`config.mk`:
```
export PLATFORM = sky130hd
export DESIGN_NAME = sd_initclk_gen
export DESIGN_NICKNAME = d
export VERILOG_FILES = /design/src/rtl/sd_initclk_pkg.sv /design/src/rtl/initclk_power_arm.sv /design/src/rtl/initclk_regs.sv /design/src/rtl/initclk_burst.sv /design/src/rtl/sd_initclk_gen.sv
export SDC_FILE = /design/constraint.sdc
export NUM_CORES = 1
export LEC_CHECK = 0
export BUFFER_PORTS_ARGS = -buffer_cell sky130_fd_sc_hd__buf_2
export CAP_MARGIN = 30
export CORE_MARGIN = 2
export CORE_UTILIZATION = 56
export CTS_CLUSTER_DIAMETER = 50
export CTS_CLUSTER_SIZE = 30
export DETAILED_ROUTE_END_ITERATION = 10
export GPL_TIMING_DRIVEN = 0
export PLACE_DENSITY = 0.88
export REMOVE_ABC_BUFFERS = 1
export SLEW_MARGIN = 10
export SYNTH_ARGS = -nofsm -noshare
export SYNTH_HDL_FRONTEND = slang
export SYNTH_HIERARCHICAL = 1
export SYNTH_SLANG_ARGS = --single-unit
export TNS_END_PERCENT = 20
```
`constraint.sdc`:
```
create_clock -name clk -period 2.9 [get_ports clk]
set_input_delay 0.145 -clock clk [delete_from_list [all_inputs] [get_ports clk]]
set_output_delay 0.145 -clock clk [all_outputs]
set_load 0.02 [all_outputs]
```
`src/rtl/sd_initclk_pkg.sv`:
```
package sd_initclk_pkg;

    localparam int REG_W      = 16;
    localparam int ADDR_W     = 12;
    localparam int CNT_W      = 8;
    localparam int DEF_PULSES = 74;

    localparam logic [ADDR_W-1:0] OFS_CTRL = 12'h100;
    localparam logic [ADDR_W-1:0] OFS_LEN  = 12'h102;
    localparam logic [ADDR_W-1:0] OFS_IRQ  = 12'h10E;

    localparam int START_POS = 6;
    localparam int LEN_LSB   = 8;
    localparam int IEN_POS   = 1;
    localparam int DONE_POS  = 2;

    typedef enum logic [1:0] {
        PWR_OFF  = 2'b00,
        PWR_ALT  = 2'b01,
        PWR_RAMP = 2'b10,
        PWR_ON   = 2'b11
    } pwr_e;

    typedef struct packed {
        logic ien;
        logic done;
    } irq_state_t;

    function automatic logic [CNT_W-1:0] pick_len(input logic [CNT_W-1:0] field,
                                                  input logic [CNT_W-1:0] dflt);
        return (field == '0) ? dflt : field;
    endfunction

endpackage

```
`src/rtl/initclk_power_arm.sv`:
```
module initclk_power_arm
    import sd_initclk_pkg::*;
(
    input  logic       clk,
    input  logic       rst,
    input  logic [1:0] pwr_state,
    input  logic       consume,
    output logic       armed
);
    pwr_e prev_q;
    pwr_e cur;
    logic armed_q;

    assign cur = pwr_e'(pwr_state);

    always_ff @(posedge clk) begin
        if (rst) begin
            prev_q  <= PWR_OFF;
            armed_q <= 1'b0;
        end else begin
            prev_q <= cur;
            if (consume || cur != PWR_ON)
                armed_q <= 1'b0;
            else if (prev_q == PWR_RAMP)
                armed_q <= 1'b1;
        end
    end

    assign armed = armed_q;

    // arming can only be held while the slot was on in the previous cycle
    p_arm_needs_on_r7: assert property (@(posedge clk) disable iff (rst)
        armed |-> $past(pwr_state) == PWR_ON);

endmodule

```
`src/rtl/initclk_regs.sv`:
```
module initclk_regs
    import sd_initclk_pkg::*;
#(
    parameter int                 AW       = ADDR_W,
    parameter int                 CW       = CNT_W,
    parameter logic [CNT_W-1:0]   LEN_RST  = CNT_W'(DEF_PULSES)
)(
    input  logic             clk,
    input  logic             rst,
    input  logic             wr,
    input  logic [AW-1:0]    addr,
    input  logic [REG_W-1:0] wdata,
    input  logic             busy,
    input  logic             armed,
    input  logic             done,
    output logic             launch,
    output logic [CW-1:0]    len_field,
    output irq_state_t       irq_st,
    output logic [REG_W-1:0] rdata
);
    logic       [CW-1:0] len_q;
    irq_state_t          st_q;
    logic                hit_ctrl, hit_len, hit_irq;
    logic                unused_wbits;

    assign hit_ctrl = wr && (addr == AW'(OFS_CTRL));
    assign hit_len  = wr && (addr == AW'(OFS_LEN));
    assign hit_irq  = wr && (addr == AW'(OFS_IRQ));

    assign launch = hit_ctrl && wdata[START_POS] && !busy && armed;

    always_ff @(posedge clk) begin
        if (rst) begin
            len_q   <= LEN_RST;
            st_q    <= '0;
        end else begin
            if (hit_len && !busy)
                len_q <= wdata[LEN_LSB +: CW];
            if (hit_irq)
                st_q.ien <= wdata[IEN_POS];
            if (done)
                st_q.done <= 1'b1;
            else if (hit_irq && wdata[DONE_POS])
                st_q.done <= 1'b0;
        end
    end

    always_comb begin
        rdata = '0;
        if (addr == AW'(OFS_CTRL))
            rdata[START_POS] = busy;
        else if (addr == AW'(OFS_LEN))
            rdata[LEN_LSB +: CW] = len_q;
        else if (addr == AW'(OFS_IRQ)) begin
            rdata[IEN_POS]  = st_q.ien;
            rdata[DONE_POS] = st_q.done;
        end
    end

    assign len_field    = len_q;
    assign irq_st       = st_q;
    assign unused_wbits = ^{wdata[REG_W-1:0]};

    // a set done flag survives unless a write-one clear arrives
    p_done_sticky_r4: assert property (@(posedge clk) disable iff (rst)
        (st_q.done && !(hit_irq && wdata[DONE_POS])) |=> st_q.done);

    // the length field cannot move while a burst runs
    p_len_frozen_r6: assert property (@(posedge clk) disable iff (rst)
        busy |=> $stable(len_q));

endmodule

```
`src/rtl/initclk_burst.sv`:
```
module initclk_burst
    import sd_initclk_pkg::*;
#(
    parameter int CW = CNT_W
)(
    input  logic          clk,
    input  logic          rst,
    input  logic          launch,
    input  logic [CW-1:0] len_sel,
    input  logic          tick,
    output logic          busy,
    output logic          pad,
    output logic          done
);
    localparam int TW = CW + 2;

    logic          busy_q, pad_q;
    logic [CW-1:0] len_q, cnt_q;
    logic [TW-1:0] ticks_q;
    logic          last_pulse;

    assign last_pulse = (cnt_q == len_q - CW'(1));
    assign done       = busy_q && tick && pad_q && last_pulse;

    always_ff @(posedge clk) begin
        if (rst) begin
            busy_q  <= 1'b0;
            pad_q   <= 1'b0;
            len_q   <= '0;
            cnt_q   <= '0;
            ticks_q <= '0;
        end else if (launch) begin
            busy_q  <= 1'b1;
            pad_q   <= 1'b0;
            len_q   <= len_sel;
            cnt_q   <= '0;
            ticks_q <= '0;
        end else if (busy_q && tick) begin
            ticks_q <= ticks_q + TW'(1);
            if (!pad_q) begin
                pad_q <= 1'b1;
            end else begin
                pad_q <= 1'b0;
                cnt_q <= cnt_q + CW'(1);
                if (last_pulse)
                    busy_q <= 1'b0;
            end
        end
    end

    assign busy = busy_q;
    assign pad  = pad_q;

    // pad parked low outside a burst
    p_idle_low_r2: assert property (@(posedge clk) disable iff (rst)
        !busy_q |-> !pad_q);

    // no tick, no pad movement
    p_pad_on_tick_r9: assert property (@(posedge clk) disable iff (rst)
        !tick |=> $stable(pad_q));

    // a burst never spends more than twice its length in ticks
    p_tick_budget_r9: assert property (@(posedge clk) disable iff (rst)
        busy_q |-> ticks_q <= {1'b0, len_q, 1'b0});

    // captured length is never zero
    p_len_nonzero_r8: assert property (@(posedge clk) disable iff (rst)
        busy_q |-> len_q != '0);

endmodule

```
`src/rtl/sd_initclk_gen.sv`:
```
module sd_initclk_gen
    import sd_initclk_pkg::*;
#(
    parameter int AW         = ADDR_W,
    parameter int CW         = CNT_W,
    parameter int PULSES_DEF = DEF_PULSES
)(
    input  logic             clk,
    input  logic             rst,
    input  logic             reg_wr,
    input  logic [AW-1:0]    reg_addr,
    input  logic [15:0]      reg_wdata,
    output logic [15:0]      reg_rdata,
    input  logic [1:0]       pwr_state,
    input  logic             clk_tick,
    output logic             card_clk,
    output logic             irq
);
    localparam logic [CW-1:0] LEN_DEF = CW'(PULSES_DEF);

    logic          launch, armed, busy, done;
    logic [CW-1:0] len_field, len_eff;
    irq_state_t    irq_st;

    initclk_power_arm u_arm (
        .clk       (clk),
        .rst       (rst),
        .pwr_state (pwr_state),
        .consume   (launch),
        .armed     (armed)
    );

    initclk_regs #(.AW(AW), .CW(CW), .LEN_RST(LEN_DEF)) u_regs (
        .clk       (clk),
        .rst       (rst),
        .wr        (reg_wr),
        .addr      (reg_addr),
        .wdata     (reg_wdata),
        .busy      (busy),
        .armed     (armed),
        .done      (done),
        .launch    (launch),
        .len_field (len_field),
        .irq_st    (irq_st),
        .rdata     (reg_rdata)
    );

    assign len_eff = pick_len(len_field, LEN_DEF);

    initclk_burst #(.CW(CW)) u_burst (
        .clk     (clk),
        .rst     (rst),
        .launch  (launch),
        .len_sel (len_eff),
        .tick    (clk_tick),
        .busy    (busy),
        .pad     (card_clk),
        .done    (done)
    );

    assign irq = irq_st.done && irq_st.ien;

    // the end of a burst always leaves the done flag set
    p_end_sets_done_r3: assert property (@(posedge clk) disable iff (rst)
        ($fell(busy) && !$past(rst)) |-> irq_st.done);

    // a launch consumes the arming
    p_launch_consumes_r7: assert property (@(posedge clk) disable iff (rst)
        launch |=> !armed);

endmodule

```
==> results of run 1 <==
power breakdown:
| group | internal (mW) | leakage, nW | total [mW] | switching (mW) |
|---|---|---|---|---|
| sequential | 0.427 | 0.250 | 0.428 | 0.000457 |
| combinational | 0.0237 | 0.603 | 0.0508 | 0.0271 |
| clock | 0.204 | 0.0482 | 0.353 | 0.149 |
layer usage:
| layer | vias to the layer above | global-route usage |
|---|---|---|
| met3 | 12 | 0.0476 |
| met1 | 697 | 0.248 |
| met4 | 0 | 0.137 |
| li1 | 777 | - |
| met2 | 53 | 0.343 |
| met5 | - | 0 |
final timing paths:
check             slack, ps  cells after the start                           from                       endpoint
setup / recovery        690                     10  u_burst/len_q[0]$_SDFFE_PP0P_  u_regs/irq_st[0]$_SDFFE_PP0P_
hold / removal           30                      2                   pwr_state[0]     u_arm/prev_q[0]$_SDFF_PP0_
setup reg to reg        690                     10  u_burst/len_q[0]$_SDFFE_PP0P_  u_regs/irq_st[0]$_SDFFE_PP0P_
hold reg to reg         490                      2  u_regs/irq_st[1]$_SDFFE_PP0P_  u_regs/irq_st[1]$_SDFFE_PP0P_
through the flow:
| step | hold slack, ps | area (um2) | power, mW |
|---|---|---|---|
| 2_1_floorplan | 213 | 1750 | 0.458 |
| 3_3_place_gp | 381 | 2010 | 0.487 |
| 3_5_place_dp | 387 | 2030 | 0.488 |
| 4_1_cts | 23.1 | 2110 | 0.841 |
| 5_1_grt | 25.8 | 2110 | 0.868 |
| 6_report | 31.3 | 2110 | 0.831 |
kinds of logic after synthesis:
kind of cell,count (synthesis),share of synthesized area
AOI/OAI and AO/OA,18,0.0772
other,1,0.00201
muxes,18,0.0966
DFF,31,0.333
buffers and inverters,31,0.0879
and+or+nand+nor,95,0.310
adders and majority gates,2,0.0134
xor gates and xnor gates,17,0.0799
cell type report:
cell class | instances | area [um2] | share of cell area
sequential | 31 | 621 | 0.294
multi-input combinational | 155 | 1100 | 0.521
clock buffer | 6 | 51.3 | 0.0243
inverter | 10 | 37.5 | 0.0178
clock inverter | 2 | 35.0 | 0.0166
tap | 44 | 55.1 | 0.0261
timing repair buffer | 42 | 213 | 0.101
flip-flops by register name, summed over array words and instances (netlist names):
signal	count
u_burst/cnt_q	8
u_regs/irq_st	2
u_burst/busy	1
u_arm/armed	1
u_burst/pad	1
u_arm/prev_q	2
u_burst/len_q	8
u_regs/len_field	8
cell usage in the layout (no fill, tap or decap), types with 3 or more instances in the layout:
master,n
nand2_1,6
nor2_1,29
nor3_1,3
inv_1,10
nand4_1,6
xnor2_1,6
and2_1,10
mux2i_1,18
nand2b_1,14
dfxtp_1,31
conb_1,5
clkbuf_4,5
buf_2,41
xor2_1,11
==> impl_metrics.tcl, run 1 <==
set metrics [dict create \
    routabilityCongestion 0.814 \
    drt_iter0_drc 58 \
    cts-hold-fix-buffers 0 \
    worst-path-buf-inv 1 \
    ctsRootBufferMaster "clkbuf_4" \
    finalHoldViolCount 0 \
    insertion_delay_ps 340 \
    synth_area_leader_cell "dfxtp_1" \
    drive_gt1_frac 0.248 \
    critPathKind "flip-flop to flip-flop" \
    start_util 0.601 \
    slew_violations 0 \
    ys_seq_elements 31 \
    cp_top_family "compound AO/OA/AOI/OAI gates" \
    yosys.area.top_type_share 0.333 \
    vias_per_cell 5.31 \
    dieWidth_um 61.7 \
    cts_resized 0 \
    highest_layer "met4" \
    fillers 274 \
    post-cts-setup-buffers 0 \
    grt_first_pass_wirelength_mm 5.84 \
    core_um2 3100 \
    via_count 1539 \
    routedWlPerCell_um 12.3 \
    status "finished, final reports clean" \
    drt-total-wl_mm 3.57 \
    layout_setup_ws_ps 692 \
    finalCritPeriodShare 0.761 \
    clk_pin_slew_ps 100 \
    cpMostUsedCell "nor2_1" \
    numPortBuffers 41 \
    layoutNonFillerInstCount 290 \
    dr.pass1.iters 4 \
    wl_met1_mm 1.68 \
    synth.area.top_cells "dfxtp_1 (33%), mux2i_1 (9.7%), nor2_1 (5.8%), xor2_1 (5.2%), nand2b_1 (4.7%)" \
    cap_violations 0 \
    core.rowCount 20 \
    crit_fanout 8 \
    synth.top_cells.by_count "dfxtp_1 (31), nor2_1 (29), mux2i_1 (18), nand2b_1 (14), xor2_1 (11)" \
    startpoint_type "flip-flop" \
    synth.most_common_cell "dfxtp_1" \
    dp_hpwl_mm 2.67 \
    wl_met2_mm 1.59 \
    dieHeight_um 61.7 \
    synth-edff-count 0 \
    grtUsageTotal 0.210 \
    ios 52 \
    dpl_worst_slack_ps 716 \
    clock_sinks 31 \
    yosys_warnings 6 \
    antenna_found_initial 0 \
    synthFlopType "dfxtp_1" \
    placed_cells 282 \
    clock_path_buffers 2 \
    ys_seq_area_frac 0.333 \
    setup_violations 0 \
    htree_num_levels 2 \
    post-route-util 0.681 \
    cp_data_arrival_time_ps 2490 \
    met3_wirelength_um 192 \
    first_global_vias 1407 \
    cpMaxStageDelayCell "dfxtp_1" \
    cts_tree "yes" \
    p_leak_nw 0.901 \
    required_ps 3180 \
    nets 281 \
    synthesis.area_um2 1860 \
    postSynthCellCount 213 \
    tns_ps 0 \
    irDropWorstVdd_uv 508 \
    fin_crit_ps 2210 \
    drc_errors 0 \
    hp-class "primary input to flip-flop" \
    powerDensity_nw_per_um2 394 \
    yosys.cell_types.count 56 \
    finalClockSkew_ps 12.7 \
    async_flop_share 0 \
    area_growth_pct 13.3 \
    path_cells "inv_1, ha_1, o21ba_1, a221oi_1, a41oi_1, nor3_1, a21boi_1, nor2_1, nor2_1, o31a_1" \
    ant_nets 0 \
    dieArea_um2 3810 \
    max_stage_delay_ps 500 \
    fmax_ghz 0.453 \
    synth_area_per_cell_um2 8.75 \
    overflow 0 \
    cp-end-kind "flip-flop" \
    rsz0062_at_grt "no" \
    n_antenna_cell 0 \
    grt_max_degree 33 \
    cts_buffers 5 \
]
Power figures use the tool's default switching activity.
==> inputs of run 2 (changes only) <==
ABC_AREA = 1   (was unset)
CORE_UTILIZATION = 47   (was 56)
PLACE_DENSITY = 0.79   (was 0.88)
clock period = 2 ns   (was 2.9 ns; I/O delays follow)
==> run 2 against run 1 <==
Against the previous run: synthesized cell count rose by 30%; routed wire length is 0.20% higher; core utilization fell by 9.6 points; cell count grew 26%; combinational power up 44%; first-iteration DRC count is 40% higher; via count is 14% higher; hold slack better by 11 ps; worst setup slack got worse by 450 ps; critical path type unchanged; highest routed layer unchanged.
==> impl_metrics.tcl, run 2 <==
set metrics [dict create \
    dieWidth_um 66.3 \
    ios 52 \
    p_clk_frac 0.474 \
    fin_area_um2 2160 \
    numPortBuffers 41 \
    ys_seq_elements 31 \
    fillers 384 \
    dieHeight_um 66.3 \
    powerDensity_nw_per_um2 612 \
    grt_busiest_layer "met2" \
    hp-class "primary input to flip-flop" \
    area_growth_pct 18.2 \
    cap_violations 0 \
    insertion_delay_ps 280 \
    p_sw_mw 0.270 \
    grtUsageTotal 0.182 \
    synthesis.area_um2 1830 \
    n_antenna_cell 0 \
    drc_errors 0 \
    crit_fanout 13 \
    final_cell_mix "nand2_1 (67), nor2_1 (43), buf_2 (41)" \
    startpoint_type "flip-flop" \
    yosys.area.top_type_share 0.340 \
    synth_area_leader_cell "dfxtp_1" \
    dr.pass1.iters 4 \
    async_flop_share 0 \
    post_dp_cell_area_um2 2030 \
    core.rowCount 22 \
    p_leak_nw 1.06 \
    synthFlopType "dfxtp_1" \
    finalHoldViolCount 0 \
    grtUsageMet3 0.0443 \
    rsz0062_at_grt "no" \
    via_count 1747 \
    met1_usage 0.210 \
    htree_num_levels 2 \
    synth_area_per_cell_um2 6.59 \
    yosys.cell_types.count 32 \
    layoutNonFillerInstCount 364 \
    fin_crit_ps 1750 \
    antenna_found_initial 0 \
    drive_gt1_frac 0.225 \
    vias_per_cell 4.80 \
    synth.area.top_cells "dfxtp_1 (34%), nand2_1 (14%), nor2_1 (8.8%), inv_1 (7.0%), nand3_1 (4.4%)" \
    cts_tree "yes" \
    cp_data_arrival_time_ps 1950 \
    fmax_ghz 0.571 \
    cts_buffers 5 \
    cp-end-kind "flip-flop" \
    nets 351 \
    finalCritPeriodShare 0.876 \
    ys_seq_area_frac 0.340 \
    yosys_warnings 6 \
    synth.most_common_cell "nand2_1" \
    status "finished, final reports clean" \
    dieArea_um2 4400 \
    required_ps 2190 \
    final_common_cell "nand2_1" \
    ant_nets 0 \
    setup_violations 0 \
    core_um2 3690 \
    clock_path_buffers 2 \
    critPathKind "flip-flop to flip-flop" \
    slew_violations 0 \
    p_int_mw 1.05 \
    routedWlPerCell_um 9.82 \
    routabilityCongestion 0.809 \
    overflow 0 \
    finalClockSkew_ps 2.88 \
    tightest_slew_ps 566 \
    slew_headroom 0.620 \
    irDropWorstVdd_uv 402 \
    grt_util_met2 0.323 \
    r2r_slack_ps 250 \
    drt-total-wl_mm 3.58 \
    synth-edff-count 0 \
    post-cts-setup-buffers 0 \
    synth.top_cells.by_count "nand2_1 (67), nor2_1 (43), inv_1 (34), dfxtp_1 (31), nand3_1 (16)" \
    combPwrFrac 0.056 \
    clk_pin_slew_ps 60 \
    placed_cells 356 \
    cts-hold-fix-buffers 0 \
    grt_max_degree 15 \
    start_util 0.495 \
    dp_hpwl_mm 2.83 \
    ctsRootBufferMaster "clkbuf_8" \
    drt_iter0_drc 81 \
    netSwitchingFraction 0.204 \
    postSynthCellCount 277 \
    first_global_vias 1570 \
    p_seq_frac 0.470 \
    cts_resized 0 \
    grt_first_pass_wirelength_mm 6.20 \
    clock_sinks 31 \
]
-- run 2: final timing paths --
kind,from,end,cells past startpoint
setup / recovery,u_burst/busy$_SDFFE_PP0P_,u_burst/len_q[0]$_SDFFE_PP0P_,5
hold / removal,reg_wdata[15],u_regs/len_field[7]$_SDFFE_PP0P_,3
setup reg to reg,u_burst/busy$_SDFFE_PP0P_,u_burst/len_q[0]$_SDFFE_PP0P_,5
hold reg to reg,u_regs/irq_st[0]$_SDFFE_PP0P_,u_regs/irq_st[0]$_SDFFE_PP0P_,2
-- run 2: kinds of logic (layout without fill, tap and decap cells) --
group,after synthesis,in the layout,synth area share
compound gates,25,25,0.0760
xor+xnor,4,4,0.0192
fa+ha+maj,2,2,0.0137
buf+inv,51,86,0.121
flops,31,31,0.340
other cells,1,5,0.00205
simple gates,163,163,0.429
-- run 2: power groups by stage --
stage / clock (mW) / sequential (mW) / combinational (mW)
final: 0.626 / 0.621 / 0.0734
after global routing: 0.677 / 0.620 / 0.0831
after CTS: 0.643 / 0.621 / 0.0718
after detailed placement: 0 / 0.634 / 0.0715
after global placement: 0 / 0.634 / 0.0696
after floorplan: 0 / 0.634 / 0.0316
-- run 2: final cells by class --
class / instances / area (um2) / share of cell area
clock buffers: 6 / 82.6 / 0.0383
clock inverters: 2 / 35.0 / 0.0162
inverters: 37 / 139 / 0.0643
multi-input cells: 199 / 1020 / 0.471
flip-flops and latches: 31 / 621 / 0.288
well taps: 48 / 60.1 / 0.0278
repair buffers: 41 / 205 / 0.0951
-- run 2: critical path, cell delays in order (launching register included) --
cell	delay, ps
dfxtp_1	350
nor2_2	270
nand3_1	110
nor2_1	360
inv_1	290
a211oi_1	280
-- run 2: per-layer routing --
metal,part of all wire,wire length (um),up-vias
met1,0.46,1640,759
met5,0,0,-
met2,0.47,1670,46
met4,0.011,41,0
met3,0.063,224,5
li1,-,-,937
-- run 2: through the flow --
| stage | util | setup TNS [ps] | setup WS (ps) | power, mW | hold WS, ps |
|---|---|---|---|---|---|
| finish | 0.585 | 0 | 247 | 1.32 | 42.7 |
| global route | 0.585 | 0 | 31.9 | 1.38 | 46.2 |
| CTS | 0.583 | 0 | 89.1 | 1.34 | 32.5 |
| detailed placement | 0.551 | -2350 | -213 | 0.706 | 328 |
| global placement | 0.549 | -11240 | -672 | 0.704 | 322 |
| floorplan | - | -93.3 | -40.3 | 0.666 | 162 |
==> inputs of run 3 (changes only) <==
CORE_UTILIZATION = 46   (was 47)
PLACE_DENSITY = 0.78   (was 0.79)
SYNTH_HIERARCHICAL = unset   (was 1)
==> run 3 against run 2 <==
Against the previous run: routed wire length shrank 0.28%; clock-buffer cell count grew 1; worst setup slack gained 120 ps; flip-flop and latch count is the same; combinational power shrank 2%; largest cell class unchanged; first-iteration DRC count grew 14%; hold slack lost 12 ps; total power shrank 12%; cell area shrank 5.5%.
==> impl_metrics.tcl, run 3 <==
set metrics [dict create \
    status "finished, final reports clean" \
    synthesis.area_um2 1740 \
    ant_nets 0 \
    grt_util_met2 0.306 \
    final_common_cell "nand2_1" \
    hp-class "primary input to flip-flop" \
    cap_violations 0 \
    synth_compound_area_frac 0.112 \
    rsz0062_at_grt "no" \
    slew_violations 0 \
    core_um2 3630 \
    synth_fa_ha_area_frac 0.0144 \
    synth_area_leader_cell "dfxtp_1" \
    grt_busiest_layer "met2" \
    slew_headroom 0.660 \
    drive_gt1_frac 0.220 \
    cpMostUsedCell "nand2_1" \
    met1_usage 0.228 \
    dr.pass1.iters 4 \
    dieHeight_um 65.4 \
    yosys.cell_types.count 32 \
    ctsRootBufferMaster "clkbuf_8" \
    synth-edff-count 0 \
    fin_crit_ps 1630 \
    ys_seq_area_frac 0.358 \
    nets 335 \
    synth.area.top_cells "dfxtp_1 (36%), nand2_1 (11%), inv_1 (8.7%), nand3_1 (5.8%), a21oi_1 (5.5%)" \
    grtUsageTotal 0.184 \
    first_global_vias 1507 \
    cp_data_arrival_time_ps 1800 \
    routedWlPerCell_um 10.2 \
    clock_sinks 31 \
    critPathKind "flip-flop to flip-flop" \
    dieWidth_um 65.4 \
    ios 52 \
    startpoint_type "flip-flop" \
    crit_fanout 5 \
    grtUsageMet3 0.0445 \
    setup_violations 0 \
    finalClockSkew_ps 10.6 \
    grt_max_degree 20 \
    drc_errors 0 \
    seqCellArea_um2 621 \
    vias_per_cell 4.70 \
    drt-total-wl_mm 3.57 \
    muxShareOfSynthArea 0 \
    routabilityCongestion 0.757 \
    fillers 389 \
    fmax_ghz 0.613 \
    cts_resized 0 \
    synth.top_cells.by_count "nand2_1 (50), inv_1 (40), dfxtp_1 (31), nand3_1 (20)" \
    dp_hpwl_mm 2.78 \
    path_cells "inv_1, ha_1, nand2_1, nor2_1, nand2_1, nand2_1, nand2_1, nand2_1, nand2_1, nor2_1, nand2_1, nand2_1, a21oi_2" \
    synthFlopType "dfxtp_1" \
    multi_input_area_um2 906 \
    post-cts-setup-buffers 0 \
    post-route-util 0.561 \
    postSynthCellCount 255 \
    start_util 0.478 \
    placed_cells 340 \
    cts_buffers 5 \
    core.rowCount 22 \
    synth_xor_xnor_area_share 0.0252 \
    insertion_delay_ps 280 \
    cts_tree "yes" \
    async_flop_share 0 \
    p_leak_nw 0.973 \
    powerDensity_nw_per_um2 569 \
    clock_path_buffers 2 \
    synth_top_family_by_area "simple AND/OR/NAND/NOR gates" \
    finalHoldViolCount 0 \
    cp-end-kind "flip-flop" \
    cpMaxStageDelayCell "dfxtp_1" \
    fin_hold_ws_ps 30.3 \
    yosys.area_share.simple 0.359 \
    irDropWorstVdd_uv 289 \
    drt_iter0_drc 92 \
    yosys_warnings 0 \
    dieArea_um2 4280 \
    tightest_slew_ps 508 \
    tns_ps 0 \
    final_cell_mix "nand2_1 (50), buf_2 (41), inv_1 (40)" \
    numPortBuffers 41 \
    grt_first_pass_wirelength_mm 6.18 \
    cts-hold-fix-buffers 0 \
    yosys.area.top_type_share 0.358 \
    required_ps 2170 \
    synth.most_common_cell "nand2_1" \
    htree_num_levels 2 \
    ys_seq_elements 31 \
    layoutNonFillerInstCount 348 \
    via_count 1634 \
    clk_pin_slew_ps 70 \
    antenna_found_initial 0 \
    max_stage_delay_ps 320 \
    overflow 0 \
    area_growth_pct 17.5 \
    finalCritPeriodShare 0.816 \
    n_antenna_cell 0 \
    synth_area_per_cell_um2 6.81 \
]
[run 3: cell types whose count changed after synthesis, sizes merged, moves of 2 or more]
cell | before | now
nor2 | 51 | 25
nor3 | 10 | 16
a21oi | 13 | 20
xor2 | 2 | 4
inv | 36 | 43
nand3 | 17 | 20
clkbuf | 6 | 1
nand2 | 73 | 53
o21ai | 8 | 17
a211oi | 4 | 0
[run 3: area by class of cell]
| type | count | area share |
|---|---|---|
| sequential | 31 | 0.304 |
| timing repair buffer | 41 | 0.101 |
| clock inverter | 1 | 0.00245 |
| clock buffer | 7 | 0.0374 |
| multi-input combinational | 176 | 0.444 |
| tap | 48 | 0.0294 |
| inverter | 44 | 0.0816 |
[run 3: worst paths after layout]
kind                            startpoint                            end  slack (ps)  cells past startpoint
max reg2reg  u_burst.len_q[0]$_SDFFE_PP0P_      u_burst.busy$_SDFFE_PP0P_         370                     13
max          u_burst.len_q[0]$_SDFFE_PP0P_      u_burst.busy$_SDFFE_PP0P_         370                     13
min                                    rst      u_burst.busy$_SDFFE_PP0P_          30                      2
min reg2reg  u_burst.len_q[7]$_SDFFE_PP0P_  u_burst.len_q[7]$_SDFFE_PP0P_         470                      2
[run 3: layer usage]
layer,part of all wire,vias up
met2,0.44,43
met4,0.014,0
met1,0.49,688
li1,-,899
met3,0.051,4
met5,0,-
[run 3: logic make-up after synthesis]
logic type | Yosys count
other | 1
and+or+nand+nor | 126
buffers and inverters | 52
adders and majority gates | 2
xor gates and xnor gates | 5
DFF | 31
AOI/OAI and AO/OA | 38
[run 3: critical path, delay by kind of cell, from the launching register on]
family | cells | cell delay, ps
compound gates | 1 | 50
fa+ha+maj | 1 | 210
buf+inv | 1 | 130
flops | 1 | 320
simple gates | 10 | 830
[run 3: metrics by stage]
stage | area, um2 | power [mW] | setup slack (ps)
finish | 2040 | 1.16 | 368
global route | 2040 | 1.21 | 103
CTS | 2040 | 1.17 | 367
detailed placement | 1960 | 0.706 | 321
global placement | 1960 | 0.705 | 321
floorplan | 1690 | 0.669 | 571
[run 3: where the power goes]
part / switching, mW / total (mW) / leakage (nW) / internal, mW
Clock: 0.225 / 0.469 / 0.0422 / 0.244
Sequential: 0.000458 / 0.620 / 0.250 / 0.620
Combinational: 0.0440 / 0.0719 / 0.680 / 0.0280
